**src/rtl/desc_win_pkg.sv**
```systemverilog
package desc_win_pkg;
    localparam int IDX_W       = 6;
    localparam int OFF_W       = 31;
    localparam int WORD_W      = 32;
    localparam int WADDR_W     = OFF_W - 2;
    localparam int TMPL_BYTES  = 'h58;
    localparam int TMPL_WORDS  = TMPL_BYTES / 4;
    localparam int NAME_FIRST  = 1;
    localparam int NAME_WORDS  = 6;
    localparam int LETTER_WDS  = 2;
    localparam int VER_WORD    = 7;

    typedef enum logic [1:0] {
        ST_IDLE  = 2'd0,
        ST_FETCH = 2'd1,
        ST_READY = 2'd2
    } win_state_e;
endpackage

```
**src/rtl/desc_rom.sv**
```systemverilog
module desc_rom
    import desc_win_pkg::*;
#(
    parameter logic [2**IDX_W-1:0] POP_MASK = 64'h2D,
    parameter logic [7:0] TMPL_MAJ = 8'h01,
    parameter logic [7:0] TMPL_MIN = 8'h00,
    parameter logic [7:0] ACC_MAJ  = 8'h02,
    parameter logic [7:0] ACC_MIN  = 8'h05,
    parameter logic [1:0] TYPE_HI  = 2'd1,
    parameter logic [1:0] TYPE_LO  = 2'd3,
    parameter logic [7:0] PROFILE  = 8'h7E
) (
    input  logic [IDX_W-1:0]   idx,
    input  logic [WADDR_W-1:0] waddr,
    output logic [WORD_W-1:0]  word
);
    logic [WORD_W-1:0] name_w [LETTER_WDS];

    for (genvar m = 0; m < LETTER_WDS; m++) begin : g_word
        for (genvar b = 0; b < 4; b++) begin : g_lane
            logic [7:0] sum;
            assign sum = {2'b00, idx} + 8'(4 * m + b);
            assign name_w[m][8*b +: 8] = 8'h41 + 8'(sum % 8'd26);
        end
    end

    always_comb begin
        word = '0;
        if (!POP_MASK[idx] || waddr >= WADDR_W'(TMPL_WORDS)) begin
            word = '0;
        end else if (waddr == '0) begin
            word = {16'(TMPL_BYTES), TMPL_MAJ, TMPL_MIN};
        end else if (waddr >= WADDR_W'(NAME_FIRST) &&
                     waddr <  WADDR_W'(NAME_FIRST + NAME_WORDS)) begin
            if (waddr == WADDR_W'(NAME_FIRST))          word = name_w[0];
            else if (waddr == WADDR_W'(NAME_FIRST + 1)) word = name_w[1];
            else                                        word = '0;
        end else if (waddr == WADDR_W'(VER_WORD)) begin
            word = {ACC_MAJ, ACC_MIN, TYPE_HI, TYPE_LO, 4'h0, PROFILE};
        end else begin
            word = {2'b00, idx, 8'h00, waddr[13:0], 2'b00};
        end
    end
endmodule

```
**src/rtl/fetch_timer.sv**
```systemverilog
module fetch_timer #(
    parameter int LAT = 3
) (
    input  logic clk,
    input  logic rst_n,
    input  logic start,
    input  logic run,
    output logic done
);
    localparam int CW = (LAT < 2) ? 1 : $clog2(LAT + 1);
    logic [CW-1:0] cnt;

    assign done = (cnt == CW'(LAT - 1));

    always_ff @(posedge clk) begin
        if (!rst_n)            cnt <= '0;
        else if (start)        cnt <= '0;
        else if (run && !done) cnt <= cnt + 1'b1;
    end
endmodule

```
**src/rtl/desc_window.sv**
```systemverilog
module desc_window
    import desc_win_pkg::*;
#(
    parameter int FETCH_LAT = 3,
    parameter logic [2**IDX_W-1:0] POP_MASK = 64'h2D
) (
    input  logic              clk,
    input  logic              rst_n,
    input  logic              sel_wr,
    input  logic [IDX_W-1:0]  sel_wdata,
    input  logic              off_wr,
    input  logic [OFF_W-1:0]  off_wdata,
    output logic [IDX_W-1:0]  sel_q,
    output logic [WORD_W-1:0] win_status,
    output logic [WORD_W-1:0] win_data
);
    win_state_e        state, state_nxt;
    logic [IDX_W-1:0]  sel_r, fetch_idx;
    logic [OFF_W-1:0]  off_r;
    logic [WORD_W-1:0] data_r, rom_word;
    logic              tmr_done;
    logic              latch_en;

    fetch_timer #(.LAT(FETCH_LAT)) u_tmr (
        .clk  (clk),
        .rst_n(rst_n),
        .start(off_wr),
        .run  (state == ST_FETCH),
        .done (tmr_done)
    );

    desc_rom #(.POP_MASK(POP_MASK)) u_rom (
        .idx  (fetch_idx),
        .waddr(off_r[OFF_W-1:2]),
        .word (rom_word)
    );

    always_comb begin
        state_nxt = state;
        unique case (state)
            ST_IDLE:  if (off_wr) state_nxt = ST_FETCH;
            ST_FETCH: if (off_wr) state_nxt = ST_FETCH;
                      else if (tmr_done) state_nxt = ST_READY;
            ST_READY: if (off_wr) state_nxt = ST_FETCH;
            default:  state_nxt = ST_IDLE;
        endcase
    end

    always_ff @(posedge clk) begin
        if (!rst_n) state <= ST_IDLE;
        else        state <= state_nxt;
    end

    assign latch_en = (state == ST_FETCH) && tmr_done && !off_wr;

    always_ff @(posedge clk) begin
        if (!rst_n) begin
            sel_r     <= '0;
            off_r     <= '0;
            fetch_idx <= '0;
            data_r    <= '0;
        end else begin
            if (sel_wr) sel_r <= sel_wdata;
            if (off_wr) begin
                off_r     <= off_wdata;
                fetch_idx <= sel_wr ? sel_wdata : sel_r;
            end
            if (latch_en) data_r <= rom_word;
        end
    end

    always_comb begin
        sel_q      = sel_r;
        win_status = {state == ST_READY, off_r};
        win_data   = data_r;
    end
endmodule

```
**config.mk**
```make
export PLATFORM = sky130hd
export DESIGN_NAME = desc_window
export DESIGN_NICKNAME = d
export VERILOG_FILES = /design/src/rtl/desc_win_pkg.sv /design/src/rtl/desc_rom.sv /design/src/rtl/fetch_timer.sv /design/src/rtl/desc_window.sv
export SDC_FILE = /design/constraint.sdc
export NUM_CORES = 1
export LEC_CHECK = 0
export ABC_AREA = 0
export BUFFER_PORTS_ARGS = -buffer_cell sky130_fd_sc_hd__buf_2
export CAP_MARGIN = 40
export CORE_ASPECT_RATIO = 2
export CORE_MARGIN = 2
export CORE_UTILIZATION = 50
export DETAILED_ROUTE_END_ITERATION = 16
export GPL_ROUTABILITY_DRIVEN = 0
export PLACE_DENSITY = 0.78
export REMOVE_ABC_BUFFERS = 1
export SETUP_SLACK_MARGIN = 0.1
export SLEW_MARGIN = 20
export SYNTH_ARGS = -nofsm -noshare
export SYNTH_HDL_FRONTEND = slang
export SYNTH_SLANG_ARGS = --single-unit
```
**constraint.sdc**
```tcl
create_clock -name clk -period 5.1 [get_ports clk]
set_clock_uncertainty 0.15 [all_clocks]
set_input_delay 1.53 -clock clk [delete_from_list [all_inputs] [get_ports clk]]
set_output_delay 1.53 -clock clk [all_outputs]
set_load 0.05 [all_outputs]
```
==> impl_metrics.csv, run 1 <==
group,metric,value,unit
sta,max_freq,0.209,GHz
clocking,cts_buffers,9,
clocking,clk_latency,350,ps
setup_path,crit_type,"flop to flop",
synthesis,yosysUniqueCellTypes,99,
setup_path,timing.rr.start,"fetch_idx[2]",
hold_path,hold_path.class,"flop to flop",
hold_path,hp-start,"win_data[28]",
finish,area_growth,12.9,%
place,portBuffers,110,
drt,route.detailed.drc,0,
clocking,cts_resized,0,
sta,finalSetupViolCount,0,
sta,relSlewSlack,45.7,%
global_route,grt_pass1_vias,8587,
drt,ant_nets,0,
setup_path,reg2reg_slack,320,ps
finish,multi_input_area,0.00662,mm²
clocking,cts_htree_levels,3,
setup_path,crit_start,"fetch_idx[2]",
job,drv_cap,0,
synthesis,syn_avg_cell_area,7.49,µm²
clocking,postCtsSetupBuffers,0,
finish,drive_gt1_share,17.9,%
sta,finalHoldViolations,0,
synthesis,synth_seq_cells,80,
synthesis,synth_top_area_share,18.5,%
global_route,antenna_found_initial,0,
setup_path,critical_path.top_delay_family,"compound AO/OA/AOI/OAI gates",
global_route,grt_overflow,0,
die,initial_core_util,50.6,%
drt,firstDrtPassIters,6,
setup_path,arrival,4890,ps
hold_path,worstHoldEndpoint,"win_data[28]",
synthesis,synth-edff-count,0,
die,die_w,97.0,µm
pwr,ir_drop,0.174,mV
synthesis,synth_common_cells,"nor2_1, nand2_1, dfxtp_1, a21oi_1, o21ai_0",
synthesis,synth_seq_area_share,18.5,%
clocking,cts_tree,"yes",
setup_path,cp.required,5210,ps
setup_path,cpMaxStageDelayCell,"dfxtp_1",
pwr,leakage,4.08,nW
setup_path,worstPathMaxFanout,9,
setup_path,ff2ff_path_depth,19,
sta,post-route-worst-setup-slack,325,ps
global_route,grt_pass1_wl,43800,µm
finish,fin_nets,1324,
synthesis,synth_ff_type,"dfxtp_1",
hold_path,hold_depth,2,
die,num_io_pins,111,
finish,regArea,0.00160,mm²
drt,vias,9383,
synthesis,synthArstFlopShare,0,%
run_status,status,"finished clean",
setup_path,reg2reg_to,"win_data[22]",
synthesis,synth_area_leader_cell,"dfxtp_1",
setup_path,crit_path_max_incr_delay,380,ps
setup_path,cp_cell_sequence,"inv_1 -> ha_1 -> a21oi_4 -> xnor2_1 -> inv_1 -> ha_1 -> inv_1 -> nor4_4 -> o2111ai_1 -> o221a_2 -> o211ai_2 -> a21o_2 -> xnor2_1 -> ha_1 -> nand2_1 -> mux2_2 -> nor4_1 -> o311ai_0 -> o211ai_1",
die,num_rows,68,
sta,rsz0062_at_grt,"true",
setup_path,crit_buf_inv,3,
clocking,postCtsHoldBufs,0,
drt,avgViaCountPerCell,6.46,
synthesis,yosysMostFrequentCell,"nor2_1",
clocking,clk_path_buf_depth,2,
finish,design_area,0.00977,mm²
pwr,power_density,266,mW/mm²
sta,timing.final.crit_share,93.6,%
drt,first_iter_violations,926,
synthesis,netlist_area,0.00865,mm²
synthesis,syn-instance-count,1156,
clocking,cts.reportedPaths.clkPinSlew,60,ps
synthesis,yosys_warnings,0,
drt,wl_per_cell,18.7,µm
finish,final_util,57.1,%
clocking,clkSinkCount,80,
sta,period_minus_slack,4780,ps
synthesis,synth.area.top_cells,"dfxtp_1, ha_1, mux2i_1",
die,die_area,0.0184,mm²
place,dp_hpwl,20700,µm
die,coreArea,0.0171,mm²
global_route,grt_max_degree,41,
die,die_y,190,µm
sta,drv_slew,0,
finish,diodes,0,
setup_path,worstSetupEndpointType,"flop",
finish,n_fill_cell,1568,
place,dp_slack,210,ps
clocking,clockRootBuffer,"clkbuf_16",
drt,wl,27200,µm
place,dpl_cell_area,0.00939,mm²
global_route,track_usage,28.1,%
sta,worst_pin_slew,808,ps
setup_path,start_kind,"flop",
-- routing by layer --
layer | vias to the layer above | global-route usage [%] | share of wire (%)
li1 | 4439 | - | -
met1 | 4373 | 37.1 | 40
met2 | 484 | 47.0 | 48
met3 | 87 | 3.16 | 7.9
met4 | 0 | 10.7 | 3.9
met5 | - | 0 | 0
-- worst register-to-register path: stages, from the launching register on --
cell and delay, ps:
dfxtp_1 380, inv_1 80, ha_1 280, a21oi_4 310, xnor2_1 270, inv_1 160
ha_1 340, inv_1 80, nor4_4 330, o2111ai_1 260, o221a_2 370, o211ai_2 90
a21o_2 260, xnor2_1 160, ha_1 240, nand2_1 60, mux2_2 300, nor4_1 290
o311ai_0 150, o211ai_1 130
-- per-stage QoR --
step	hold slack (ps)	setup TNS (ps)	cells	power [mW]
floorplan	302	-1070	1081	1.56
global placement	287	0	1434	1.81
detailed placement	296	0	1435	1.85
CTS	305	0	1451	2.57
global route	327	-25.8	1453	2.74
finish	304	0	1453	2.60
-- layout make-up --
cell class,instances,area share [%]
multi-input combinational,964,67.7
clock buffer,9,2.30
timing repair buffer,146,8.40
tap,210,2.69
sequential,80,16.4
clock inverter,7,1.11
inverter,37,1.42
-- registers in the layout, summed over array words and instances (netlist names), named ones only --
name	count
u_tmr.cnt	2
off_r	31
fetch_idx	6
state	2
sel_q	6
win_data	32
-- cell families (layout without fill, tap and decap cells) --
group	count (synthesis)	count (layout)	synth area share, %
AO/OA/AOI/OAI	346	346	29.0
multiplexers	58	58	6.88
buffers and inverters	112	199	5.54
adder cells (fa/ha/maj)	46	46	6.62
XOR/XNOR	78	78	8.37
flip-flops	80	80	18.5
AND/OR/NAND/NOR	436	436	25.1
-- layout by cell type, fill, tap and decap left out, types with 7 or more instances in the layout --
cell       instances
nor2_1           131
buf_2            110
nand2_1          105
dfxtp_1           80
a21oi_1           65
o21ai_0           58
xnor2_1           52
mux2i_1           52
ha_1              43
nand3_1           38
buf_4             34
inv_1             31
nor3_1            26
xor2_1            22
nand4_1           16
o22ai_1           16
nor4_1            15
a31oi_1           14
o211ai_1          14
and2_1            14
a211oi_1          14
a22oi_1           12
nand2b_1          12
nor2b_1           11
o21a_1            11
nand3b_1          11
and3_1             9
clkbuf_16          9
o21ai_1            8
a21o_1             7
or3_1              7
a32oi_1            7
o22a_1             7
a221oi_1           7
-- worst max-delay path by stage --
stage | endpoint | slack (ps) | cells after the start
after global placement | win_data[18] | 550 | 17
after detailed placement | win_data[22] | 210 | 19
after floorplan | win_data[20] | -290 | 19
after global routing | win_data[22] | -30 | 19
after CTS | win_data[22] | 180 | 19
final | win_data[22] | 320 | 19
-- power by group --
part / internal [mW] / switching [mW]
registers: 0.649 / 0.0314
logic: 0.437 / 0.760
clock network: 0.440 / 0.287
total: 1.53 / 1.08
No activity file was read; power rests on OpenSTA's default activity.
==> inputs of run 2 (changes only) <==
Clock period 5.1 ns to 4.3 ns, I/O delays scaled along.
==> impl_metrics.csv, run 2 (same netlist as run 1, synthesis figures left out) <==
group,metric,value,unit
setup_path,reg2reg_to,"win_data[28]",
finish,fin_nets,1375,
die,die_area,0.0184,mm²
run_status,status,"finished clean",
place,dp_hpwl,21400,µm
pwr,p_int,1.91,mW
clocking,cts_buffers,9,
drt,first_iter_violations,801,
sta,post-route-worst-setup-slack,211,ps
drt,wl,28900,µm
pwr,leakage,4.39,nW
sta,drv_slew,0,
drt,wl_per_cell,19.2,µm
die,die_y,190,µm
finish,final_common_cell,"nor2_1",
drt,firstDrtPassIters,6,
sta,worst_pin_slew,878,ps
sta,finalHoldViolations,0,
setup_path,ff2ff_path_depth,16,
sta,relSlewSlack,40.9,%
setup_path,arrival,4170,ps
setup_path,worstSetupEndpointType,"flop",
sta,rsz0062_at_grt,"true",
die,num_rows,68,
global_route,grt_overflow,0,
place,dpl_cell_area,0.00974,mm²
die,die_w,97.0,µm
sta,finalSetupViolCount,0,
die,initial_core_util,50.6,%
sta,period_minus_slack,4090,ps
drt,ant_nets,0,
global_route,grt_pass1_vias,8906,
job,drv_cap,0,
place,dp_slack,-75.8,ps
global_route,grt_max_degree,43,
setup_path,crit_start,"fetch_idx[0]",
clocking,clk_path_buf_depth,2,
pwr,seq_power_share,25.0,%
clocking,clkSinkCount,80,
finish,area_growth,20.7,%
setup_path,cp.required,4380,ps
global_route,grt_pass1_wl,45100,µm
clocking,postCtsHoldBufs,0,
clocking,cts_tree,"yes",
die,coreArea,0.0171,mm²
clocking,cts.reportedPaths.clkPinSlew,60,ps
pwr,p_sw,1.32,mW
drt,route.detailed.drc,0,
pwr,ir_drop,0.254,mV
finish,final_cell_mix,"nor2_1, buf_2, nand2_1",
sta,max_freq,0.245,GHz
pwr,p_comb_share,48.8,%
setup_path,worstPathMaxFanout,8,
global_route,antenna_found_initial,0,
finish,largest_reg_flops,32,
sta,timing.final.crit_share,95.1,%
clocking,cts_htree_levels,3,
pwr,p_clk_share,26.3,%
clocking,clk_latency,350,ps
setup_path,endpoint,"win_data[28]",
setup_path,reg2reg_slack,210,ps
clocking,clockRootBuffer,"clkbuf_16",
setup_path,crit_type,"flop to flop",
global_route,track_usage,29.1,%
setup_path,timing.rr.start,"fetch_idx[0]",
finish,drive_gt1_share,23.7,%
die,num_io_pins,111,
place,portBuffers,110,
hold_path,hold_path.class,"flop to flop",
pwr,power_density,310,mW/mm²
drt,avgViaCountPerCell,6.55,
pwr,swShare,40.9,%
drt,vias,9853,
finish,design_area,0.0104,mm²
setup_path,start_kind,"flop",
run 2: how the worst min path moves through the flow:
stage | from | end | slack (ps) | cells after the start
5_1_grt | win_data[24] | win_data[24] | 330 | 2
3_5_place_dp | win_data[2] | win_data[2] | 290 | 2
4_1_cts | win_data[28] | win_data[28] | 300 | 2
2_1_floorplan | state[1] | state[0] | 300 | 1
6_report | win_data[2] | win_data[2] | 300 | 2
3_3_place_gp | win_data[2] | win_data[2] | 290 | 2
run 2: final cells by class:
type	instances	area (µm²)
antenna	1	2.50
clock buffer	10	239
clock inverter	6	90.1
fill	1461	6660
inverter	37	143
multi-input combinational	964	6860
sequential	80	1610
tap	210	263
timing repair buffer	197	1240
run 2: power by group through the flow:
stage / clock (mW) / sequential [mW] / combinational, mW
floorplan: 0 / 0.912 / 0.933
global placement: 0 / 0.818 / 1.41
detailed placement: 0 / 0.820 / 1.45
CTS: 0.849 / 0.804 / 1.47
global route: 0.876 / 0.810 / 1.70
finish: 0.850 / 0.807 / 1.58
run 2: per-layer routing:
metal	track usage [%]	vias up	routed length (µm)
met3	3.45	104	2360
met1	37.9	4641	11400
li1	-	4551	-
met5	0	-	0
met2	47.7	557	13800
met4	13.7	0	1330
run 2: worst max-delay path: stages (launching register included):
cell and delay [ps]:
dfxtp_1 370, inv_1 180, buf_4 210, ha_1 340
nor2b_1 110, o21a_1 230, or2_2 380, o221ai_1 370
nand2_1 180, xnor2_1 230, ha_1 240, inv_1 70
a2111oi_2 310, xnor2_1 190, nor2_1 60, a221oi_1 250
o21ai_1 90
run 2: per-stage QoR:
step / setup TNS (ps) / total power [mW] / util, % / std cells / hold WS, ps
CTS: 0 / 3.12 / 59.2 / 1496 / 304
global placement: 0 / 2.22 / 56.9 / 1479 / 285
floorplan: -15310 / 1.84 / - / 1081 / 302
global route: 0 / 3.39 / 61.0 / 1504 / 331
finish: 0 / 3.23 / 61.1 / 1505 / 303
detailed placement: -315 / 2.27 / 56.9 / 1479 / 292
run 2: repair_timing:
action / 4_1_cts / 5_1_grt
resized for setup: 10 / 52
pin swaps: 2 / 21
gates cloned: 0 / 0
setup buffers: 1 / 8
setup endpoints to repair: 12 / 23
